--- src/rtl/hed_pkg.sv ---
package hed_pkg;
  localparam int HALL_W  = 3;
  localparam int DRV_W   = 6;
  localparam int DLY_W   = 8;
  localparam int TMR_N   = 6;
  localparam int SRC_N   = TMR_N + 1;
  localparam int SEL_W   = $clog2(SRC_N + 1);
  localparam int SYNC_N  = 2;
endpackage

--- src/rtl/hed_sync.sv ---
module hed_sync #(
  parameter int W      = 3,
  parameter int STAGES = 2
) (
  input  logic         clk,
  input  logic         rst,
  input  logic [W-1:0] din,
  output logic [W-1:0] dout,
  output logic         chg
);
  logic [STAGES-1:0][W-1:0] stg;
  logic [W-1:0]             prev;

  always_ff @(posedge clk) begin
    if (rst) begin
      stg  <= '0;
      prev <= '0;
    end else begin
      stg  <= {stg[STAGES-2:0], din};
      prev <= stg[STAGES-1];
    end
  end

  assign dout = stg[STAGES-1];
  assign chg  = (stg[STAGES-1] != prev);
endmodule

--- src/rtl/hed_filter.sv ---
module hed_filter #(
  parameter int DLY_W = 8
) (
  input  logic             clk,
  input  logic             rst,
  input  logic             hw_trig,
  input  logic             sw_trig,
  input  logic             bypass,
  input  logic [DLY_W-1:0] reload,
  output logic             go
);
  localparam logic [DLY_W-1:0] ONE = DLY_W'(1);

  logic [DLY_W-1:0] cnt;
  logic             load;

  assign load = hw_trig && !bypass;

  always_ff @(posedge clk) begin
    if (rst)             cnt <= '0;
    else if (load)       cnt <= (reload == '0) ? ONE : reload;
    else if (cnt != '0)  cnt <= cnt - ONE;
  end

  assign go = sw_trig || (bypass && hw_trig) ||
              (!bypass && !hw_trig && cnt == ONE);

  assert_reload_R3: assert property (@(posedge clk) disable iff (rst)
    load |=> (cnt == (($past(reload) == '0) ? ONE : $past(reload))));
  assert_count_down_R3: assert property (@(posedge clk) disable iff (rst)
    (!load && cnt > ONE) |=> (cnt == $past(cnt) - ONE));
  assert_sw_go_R5: assert property (@(posedge clk) disable iff (rst)
    sw_trig |-> go);
endmodule

--- src/rtl/hed_compare.sv ---
module hed_compare #(
  parameter int HALL_W = 3,
  parameter int DRV_W  = 6
) (
  input  logic              clk,
  input  logic              rst,
  input  logic              go,
  input  logic [HALL_W-1:0] smp,
  input  logic              sh_wr,
  input  logic              sh_strobe,
  input  logic [HALL_W-1:0] sh_cur,
  input  logic [HALL_W-1:0] sh_nxt,
  input  logic [DRV_W-1:0]  sh_drv,
  input  logic              clr_good,
  input  logic              clr_bad,
  output logic [HALL_W-1:0] cur_pat,
  output logic [HALL_W-1:0] nxt_pat,
  output logic [DRV_W-1:0]  drv_pat,
  output logic              good_flag,
  output logic              good_irq,
  output logic              bad_flag
);
  logic [HALL_W-1:0] s_cur, s_nxt;
  logic [DRV_W-1:0]  s_drv;
  logic              hit_next, hit_none, now_load;

  assign hit_next = go && (smp != cur_pat) && (smp == nxt_pat);
  assign hit_none = go && (smp != cur_pat) && (smp != nxt_pat);
  assign now_load = sh_wr && sh_strobe;

  always_ff @(posedge clk) begin
    if (rst) begin
      s_cur     <= '0;
      s_nxt     <= '0;
      s_drv     <= '0;
      cur_pat   <= '0;
      nxt_pat   <= '0;
      drv_pat   <= '0;
      good_flag <= 1'b0;
      good_irq  <= 1'b0;
      bad_flag  <= 1'b0;
    end else begin
      good_irq <= hit_next;
      if (sh_wr) begin
        s_cur <= sh_cur;
        s_nxt <= sh_nxt;
        s_drv <= sh_drv;
      end
      if (hit_next)      good_flag <= 1'b1;
      else if (clr_good) good_flag <= 1'b0;
      if (hit_none)      bad_flag  <= 1'b1;
      else if (clr_bad)  bad_flag  <= 1'b0;
      if (now_load) begin
        cur_pat <= sh_cur;
        nxt_pat <= sh_nxt;
        drv_pat <= sh_drv;
      end else if (hit_next) begin
        cur_pat <= s_cur;
        nxt_pat <= s_nxt;
        drv_pat <= s_drv;
      end
    end
  end

  assert_spike_hold_R6: assert property (@(posedge clk) disable iff (rst)
    (go && smp == cur_pat && !now_load && !clr_good && !clr_bad) |=>
      ($stable(cur_pat) && $stable(nxt_pat) && $stable(drv_pat) &&
       $stable(good_flag) && $stable(bad_flag)));
  assert_wrong_hold_R8: assert property (@(posedge clk) disable iff (rst)
    (go && smp != cur_pat && smp != nxt_pat && !now_load) |=>
      (bad_flag && $stable(cur_pat) && $stable(drv_pat)));
  assert_irq_flag_R7: assert property (@(posedge clk) disable iff (rst)
    good_irq |-> good_flag);
  assert_irq_pulse_R7: assert property (@(posedge clk) disable iff (rst)
    (good_irq && !hit_next) |=> !good_irq);
  assert_strobe_load_R9: assert property (@(posedge clk) disable iff (rst)
    now_load |=> (cur_pat == $past(sh_cur) && drv_pat == $past(sh_drv)));
  assert_flags_excl_R8: assert property (@(posedge clk) disable iff (rst)
    !($rose(good_flag) && $rose(bad_flag)));
endmodule

--- src/rtl/hall_event_detector.sv ---
module hall_event_detector
  import hed_pkg::*;
(
  input  logic              clk,
  input  logic              rst,
  input  logic [HALL_W-1:0] hall_in,
  input  logic [TMR_N-1:0]  tmr_trig,
  input  logic [SEL_W-1:0]  trig_sel,
  input  logic              sw_trig,
  input  logic              bypass,
  input  logic [DLY_W-1:0]  dly_reload,
  input  logic              sh_wr,
  input  logic              sh_strobe,
  input  logic [HALL_W-1:0] sh_cur,
  input  logic [HALL_W-1:0] sh_nxt,
  input  logic [DRV_W-1:0]  sh_drv,
  input  logic              clr_good,
  input  logic              clr_bad,
  output logic [HALL_W-1:0] cur_pat,
  output logic [HALL_W-1:0] nxt_pat,
  output logic [DRV_W-1:0]  drv_pat,
  output logic              good_flag,
  output logic              good_irq,
  output logic              bad_flag
);
  logic [HALL_W-1:0] hall_s;
  logic              hall_chg, hw_trig, go;
  logic [SRC_N-1:0]  srcs;

  hed_sync #(.W(HALL_W), .STAGES(SYNC_N)) u_sync (
    .clk(clk), .rst(rst), .din(hall_in), .dout(hall_s), .chg(hall_chg)
  );

  assign srcs = {tmr_trig, hall_chg};

  always_comb begin
    hw_trig = 1'b0;
    if (int'(trig_sel) < SRC_N) hw_trig = srcs[trig_sel];
  end

  hed_filter #(.DLY_W(DLY_W)) u_filt (
    .clk(clk), .rst(rst), .hw_trig(hw_trig), .sw_trig(sw_trig),
    .bypass(bypass), .reload(dly_reload), .go(go)
  );

  hed_compare #(.HALL_W(HALL_W), .DRV_W(DRV_W)) u_cmp (
    .clk(clk), .rst(rst), .go(go), .smp(hall_s),
    .sh_wr(sh_wr), .sh_strobe(sh_strobe),
    .sh_cur(sh_cur), .sh_nxt(sh_nxt), .sh_drv(sh_drv),
    .clr_good(clr_good), .clr_bad(clr_bad),
    .cur_pat(cur_pat), .nxt_pat(nxt_pat), .drv_pat(drv_pat),
    .good_flag(good_flag), .good_irq(good_irq), .bad_flag(bad_flag)
  );

  assert_no_sel7_trig_R2: assert property (@(posedge clk) disable iff (rst)
    (int'(trig_sel) >= SRC_N) |-> !hw_trig);
endmodule

--- config.mk ---
export PLATFORM = sky130hd
export DESIGN_NAME = hall_event_detector
export DESIGN_NICKNAME = d
export VERILOG_FILES = /design/src/rtl/hed_pkg.sv /design/src/rtl/hed_sync.sv /design/src/rtl/hed_filter.sv /design/src/rtl/hed_compare.sv /design/src/rtl/hall_event_detector.sv
export SDC_FILE = /design/constraint.sdc
export NUM_CORES = 1
export LEC_CHECK = 0
export BUFFER_PORTS_ARGS = -buffer_cell sky130_fd_sc_hd__buf_2
export CAP_MARGIN = 20
export CORE_MARGIN = 10
export CORE_UTILIZATION = 46
export DETAILED_ROUTE_END_ITERATION = 6
export HOLD_SLACK_MARGIN = 0.05
export PLACE_DENSITY = 0.8
export SYNTH_ARGS = -nofsm -noshare
export SYNTH_HDL_FRONTEND = slang
export SYNTH_SLANG_ARGS = --single-unit
--- constraint.sdc ---
create_clock -name clk -period 5 [get_ports clk]
set_input_delay 1 -clock clk [delete_from_list [all_inputs] [get_ports clk]]
set_output_delay 1 -clock clk [all_outputs]
set_load 0.01 [all_outputs]
Yosys cells after proc, flatten, opt, wreduce, memory -nomap -nowiden
Cells that the tools add are included.

word-level totals
  register bits after elaboration = 44
  input bits = 40
  output and inout bits = 15
  word-level logic and storage cells = 55

cells by class
  add/subtract/negate cells = 1
  $lt $le $gt $ge = 2
  equal/unequal tests = 5
  mux-type cells = 16
  reduce and logical (&&, ||, !) cells = 18

operators by type and width
  kind                 number
  $mux 8               3
  $mux 3               4
  $mux 6               2
  $ne 3x3->1           3
  $eq 8x1->1 const B   1
  $logic_and 1x1->1    8
  $logic_not 8->1      1
  $reduce_bool 2->1    4
  $reduce_bool 8->1    1
  $sub 8x1->8 const B  1
  $mux 1               6
  $lt 3x4->1 const B   1
  $bmux 1 s3           1
  $eq 3x3->1           1
  $lt 3x3->1 const B   1
  $logic_not 1->1      2
  $logic_or 1x1->1     2

Depth between registers and ports, before layout
  depth after elaboration = 12
  gate-level depth with buffers = 8
  depth with buffers taken out = 7

Hierarchy
Synthesis repeated with hierarchy kept, for this count alone.

unflattened totals
  cell total of the unflattened synthesis = 228
  area total of the unflattened synthesis = 2140.8 µm²

modules (own cells, without submodules)
  module               times used  cells an instance  area an instance (µm²)  seq. area each (µm²)
  hed_compare          1           138                1276.2                  540.5
  hed_filter           1           60                 518.0                   160.2
  hed_sync             1           25                 290.3                   180.2
  hall_event_detector  1           5                  56.3                    0.0

Least setup slack after synthesis
Ideal clock, no wire load.

  path kind = input -> register
  from = in trig_sel[0]
  to = reg u_cmp.cur_pat[2]
  library setup time = 0.138 ns
  arrival time = 2.526 ns
  data required time = 4.862 ns
  setup slack = 2.336 ns
  cell stages on the path = 8
  path buffers = 1
  cell sequence = mux2_2 > a21oi_1 > o31ai_2 > and3_4 > o31ai_4 > buf_8 > mux2i_1 > a211oi_1

between the ends
  cells in the longest elaborated chain, start to end = 10
  elaborated cells on any way between the ends = 13
  those cells by class = 1 x order compare; 3 x mux; 9 x reduce/logical

ends and longest elaborated chain
  element                                 line                       text
  start: declaration                      hall_event_detector.sv:8   input logic [SEL_W-1:0] trig_sel,
  $bmux 1 s3                              hall_event_detector.sv:38  if (int'(trig_sel) < SRC_N) hw_trig = srcs[trig_sel];
  $mux 1 (not written as such)            hall_event_detector.sv:38
  $mux 1 (*)                              hall_event_detector.sv:38
  $logic_not 1->1                         hed_filter.sv:26           (!bypass && !hw_trig && cnt == ONE);
  $logic_and 1x1->1 (2 in series)         hed_filter.sv:26
  $logic_or 1x1->1 (*)                    hed_filter.sv:25           assign go = sw_trig || (bypass && hw_trig) ||
  $logic_and 1x1->1 (*) (2 in series)     hed_compare.sv:27          assign hit_next = go && (smp != cur_pat) && (smp == nxt_pat);
  $reduce_bool 2->1 (no source line) (*)  n/a
  end signal: assignment                  hed_compare.sv:54          cur_pat <= sh_cur;
  end signal: assignment                  hed_compare.sv:58          cur_pat <= s_cur;
  end: declaration                        hed_compare.sv:16          output logic [HALL_W-1:0] cur_pat,

Mark *: on every way between the ends. The rest lies on a longest branch, timed or not. The select of a mux whose other input is x is not followed.
A chain may end at the register's enable or synchronous reset.

Final worst setup path
  from = in trig_sel[0]
  to = reg u_cmp.cur_pat[0]

Same word-level chain as after synthesis.

==> summary.md <==
| Metric | Value |
|---|---|
| Full die area | `7231 sq um` |
| Starting DRT DRC Count | `53` |
| Async S/R FF share, synth | `0%` |
| Total of fill cells in the finished design | `367` |
| Hold Violations, Final | `0` |
| Post-synth top area cell | `sky130_fd_sc_hd__dfxtp_1` |
| Class of the tightest hold or removal check | `reg2reg` |
| Vertical die dimension | `85.04 um` |
| Crit path kind | `in2reg` |
| Final critical-path required period | `2.938 ns` |
| Critical-path maximum fanout | `14` |
| Routed WL per cell | `13.69 um` |
| Register-to-register setup slack | `2.52 ns` |
| Number of antenna violations at the first check in global routing | `0` |
| Maximum number of pins on one net before global-route repair | `45` |
| Via count of the first global-routing pass | `1547` |
| Share of the cycle needed by the critical path after routing | `58.75%` |
| Weighted congestion at the end of routability-driven global placement | `0.8079` |
| Site Rows | `23` |
| Number of storage elements in the synthesis netlist | `44` |
| H-tree levels | `2` |
| Highest Clock Rate | `340.4 MHz` |
| IO Count | `55` |
| Summed negative setup slack over all endpoints | `0 ns` |
| Number of flip-flops under the largest register name | `8` |
| Aggregate routed wire length | `4134 um` |
| Number of setup buffers added after CTS | `0` |
| Post-route DRC violation count | `0` |
| Hold slack | `0.4401 ns` |
| Slew at the pin with the worst max-slew slack | `0.9210 ns` |
| Uppermost routed layer | `met4` |
| Global Route Usage Sum | `11.38%` |
| Number of pins exceeding their max-slew limit in the final report | `0` |
| Switch Pwr | `0.2943 mW` |
| Wire length of the first global-routing pass | `6893 um` |
| Initial core utilization | `47.95%` |
| Count of flip-flops with a built-in enable after synthesis | `0` |
| Rel. slew slack | `38.60%` |
| Total power after layout | `0.9968 mW` |
| Share of the yosys chip area belonging to registers | `45.27%` |
| Share of total power in combinational logic | `27.6%` |
| Distinct cell type count after synthesis | `32` |
| Final design instance area without fill | `2349 sq um` |
| Count of warnings emitted by yosys | `0` |
| Proportion of total power due to net switching | `29.52%` |
| ANT cells | `0` |
| Number of failing setup endpoints in the final timing report | `0` |
| Fraction of final layout cells sized beyond drive strength 1 | `26.59%` |
| DP Worst Slack | `1.766 ns` |
| Maximum buffer depth of the clock tree | `2` |
| Std-Cell Core Area | `4058 sq um` |
| Fraction of synthesized cell area taken by the top area cell type | `45.27%` |
| Combined area of all synthesized cells | `1946 sq um` |
| Detail Route met2 WL | `1936 um` |
| Hold-fix buffer count after cts | `0` |
| Via count of the routed design | `1535` |
| Final Skew | `0.007907 ns` |
| Sequential share of power | `43.4%` |
| LEAKAGE | `1.116 nW` |
| Number of violations of the max-capacitance limit | `0` |
| Placed Instances | `294` |
| Mean instance size in the synthesized netlist | `9.632 sq um` |
| Width of the die | `85.04 um` |
| Worst Setup End Kind | `register` |
| Hpwl dp | `3056 um` |
| Via-to-Cell Ratio | `5.083` |
| Synth-to-layout area growth | `20.71%` |
| Mapped Cells | `202` |
| Outcome | `finished clean` |
| Worst Setup Start Kind | `primary input` |
| DRT Pass-1 Iters | `4` |
| Number of cells in the finished layout apart from fillers | `302` |
| Area occupied by multi-input gates | `997.2 sq um` |
| Clock sinks | `44` |
| Total number of nets in the final design | `293` |
| Total cell area at the placement stage | `2222 sq um` |
| Prevailing post-synth register cell | `sky130_fd_sc_hd__dfxtp_1` |
| Cell internal power dissipation | `0.7025 mW` |
| Port Buf Inserts | `54` |
| Worst endpoint required time | `5.21 ns` |
| Num CTS Buffers | `5` |
| Worst path setup slack after routing | `2.062 ns` |
| Detailed-routing wirelength on met1 | `1836 um` |
| Clk Tree Root Cell | `sky130_fd_sc_hd__clkbuf_8` |
| Remaining antenna violation count | `0` |
| Setup repair after global routing missed its margin | `no` |
| Resized cells post-CTS | `0` |
| Routed length on met3 | `291 um` |
| Clock tree from TritonCTS | `built` |
| Grt total ovfl | `0` |
| Ranking of synthesized cells by instance count | `sky130_fd_sc_hd__dfxtp_1 (44), sky130_fd_sc_hd__nor2_1 (36), sky130_fd_sc_hd__mux2i_1 (29)` |
| Later-pin clock latency in the skew report | `0.29 ns` |
| Peak supply drop | `0.2450 mV` |
| Clock Power Share | `29.0%` |
| Top Registers | `u_filt.cnt: 8 flops, u_cmp.drv_pat: 6 flops, u_cmp.s_drv: 6 flops` |
| Largest Register | `u_filt.cnt` |
| CP arrival | `3.14 ns` |
| Most frequent cell after synthesis | `sky130_fd_sc_hd__dfxtp_1` |
| Reg area | `880.8 sq um` |
| Post-Syn Nets | `244` |
| Fraction of the core area covered by cells at the end of the flow | `57.88%` |
| CTS clock-pin slew for the worst setup and hold paths | `0.08 ns` |
| Leading post-synthesis cells by cell area | `sky130_fd_sc_hd__dfxtp_1 (45%), sky130_fd_sc_hd__mux2i_1 (15%), sky130_fd_sc_hd__nor2_1 (6.9%), sky130_fd_sc_hd__a211oi_1 (6.2%), sky130_fd_sc_hd__xnor2_1 (4.5%)` |
| PD cells | `424.4 nW/um^2` |
==> power groups by stage <==
| stage | logic (mW) | clock network (mW) | registers (mW) |
|---|---|---|---|
| floorplan | 0.213 | 0 | 0.439 |
| global placement | 0.269 | 0 | 0.439 |
| detailed placement | 0.275 | 0 | 0.440 |
| CTS | 0.278 | 0.298 | 0.432 |
| global route | 0.315 | 0.310 | 0.439 |
| finish | 0.275 | 0.289 | 0.433 |
==> worst paths after layout <==
check / from / endpoint / cells after the start
worst max-delay path: trig_sel[0] / u_cmp.cur_pat[0] / 8
worst min register to register: u_sync.stg[0] / u_sync.dout[0] / 1
worst min-delay path: u_sync.stg[0] / u_sync.dout[0] / 1
worst max register to register: u_sync.dout[2] / u_cmp.cur_pat[0] / 7
==> routing by layer <==
layer,up-vias,global-route usage [%]
met5,-,0
met4,0,5.090
met3,6,4.685
met2,34,17.92
met1,694,13.16
li1,801,-
==> final cells by class <==
type	count	area share, %
Clock buffer	7	4.102
Clock inverter	1	1.279
Inverter	3	0.4795
Multi-Input combinational cell	143	42.46
Sequential cell	44	37.51
Tap cell	50	2.664
Timing Repair Buffer	54	11.51
==> cells in the final DEF, fill, tap and decap left out, types with 2 or more instances in the layout <==
| master | netlist | routed |
|---|---|---|
| sky130_fd_sc_hd__inv_1 | 3 | 3 |
| sky130_fd_sc_hd__mux2i_1 | 29 | 29 |
| sky130_fd_sc_hd__xnor2_1 | 10 | 10 |
| sky130_fd_sc_hd__dfxtp_1 | 44 | 44 |
| sky130_fd_sc_hd__or3_1 | 2 | 2 |
| sky130_fd_sc_hd__nor2_1 | 36 | 36 |
| sky130_fd_sc_hd__xor2_1 | 3 | 3 |
| sky130_fd_sc_hd__nand2_1 | 4 | 4 |
| sky130_fd_sc_hd__clkbuf_8 | 0 | 7 |
| sky130_fd_sc_hd__nor2b_1 | 11 | 11 |
| sky130_fd_sc_hd__buf_2 | 0 | 54 |
| sky130_fd_sc_hd__nand3_1 | 3 | 3 |
| sky130_fd_sc_hd__ha_1 | 2 | 2 |
| sky130_fd_sc_hd__nor4_1 | 4 | 4 |
| sky130_fd_sc_hd__a21oi_1 | 5 | 5 |
| sky130_fd_sc_hd__a211oi_1 | 16 | 16 |
| sky130_fd_sc_hd__nor3_1 | 4 | 4 |
==> worst max-delay path, stage by stage <==
cell                       delay (ns)
sky130_fd_sc_hd__buf_2           0.12
sky130_fd_sc_hd__mux2_2          0.33
sky130_fd_sc_hd__a21oi_1         0.17
sky130_fd_sc_hd__o31ai_2         0.12
sky130_fd_sc_hd__and3_4          0.20
sky130_fd_sc_hd__o31ai_4         0.74
sky130_fd_sc_hd__mux2i_1         0.18
sky130_fd_sc_hd__a211oi_1        0.28
==> logic make-up (layout without fill, tap and decap cells) <==
kind of cell             Yosys count  after routing  share of synthesized area [%]
AND/OR/NAND/NOR                   70             70                          17.43
flip-flops                        44             44                          45.27
multiplexers                      30             30                          15.50
AO/OA/AOI/OAI                     28             28                          11.19
buffers and inverters             15             65                          3.472
XOR/XNOR                          13             13                          5.852
adder cells (fa/ha/maj)            2              2                          1.286
No activity file was read; power rests on OpenSTA's default activity.
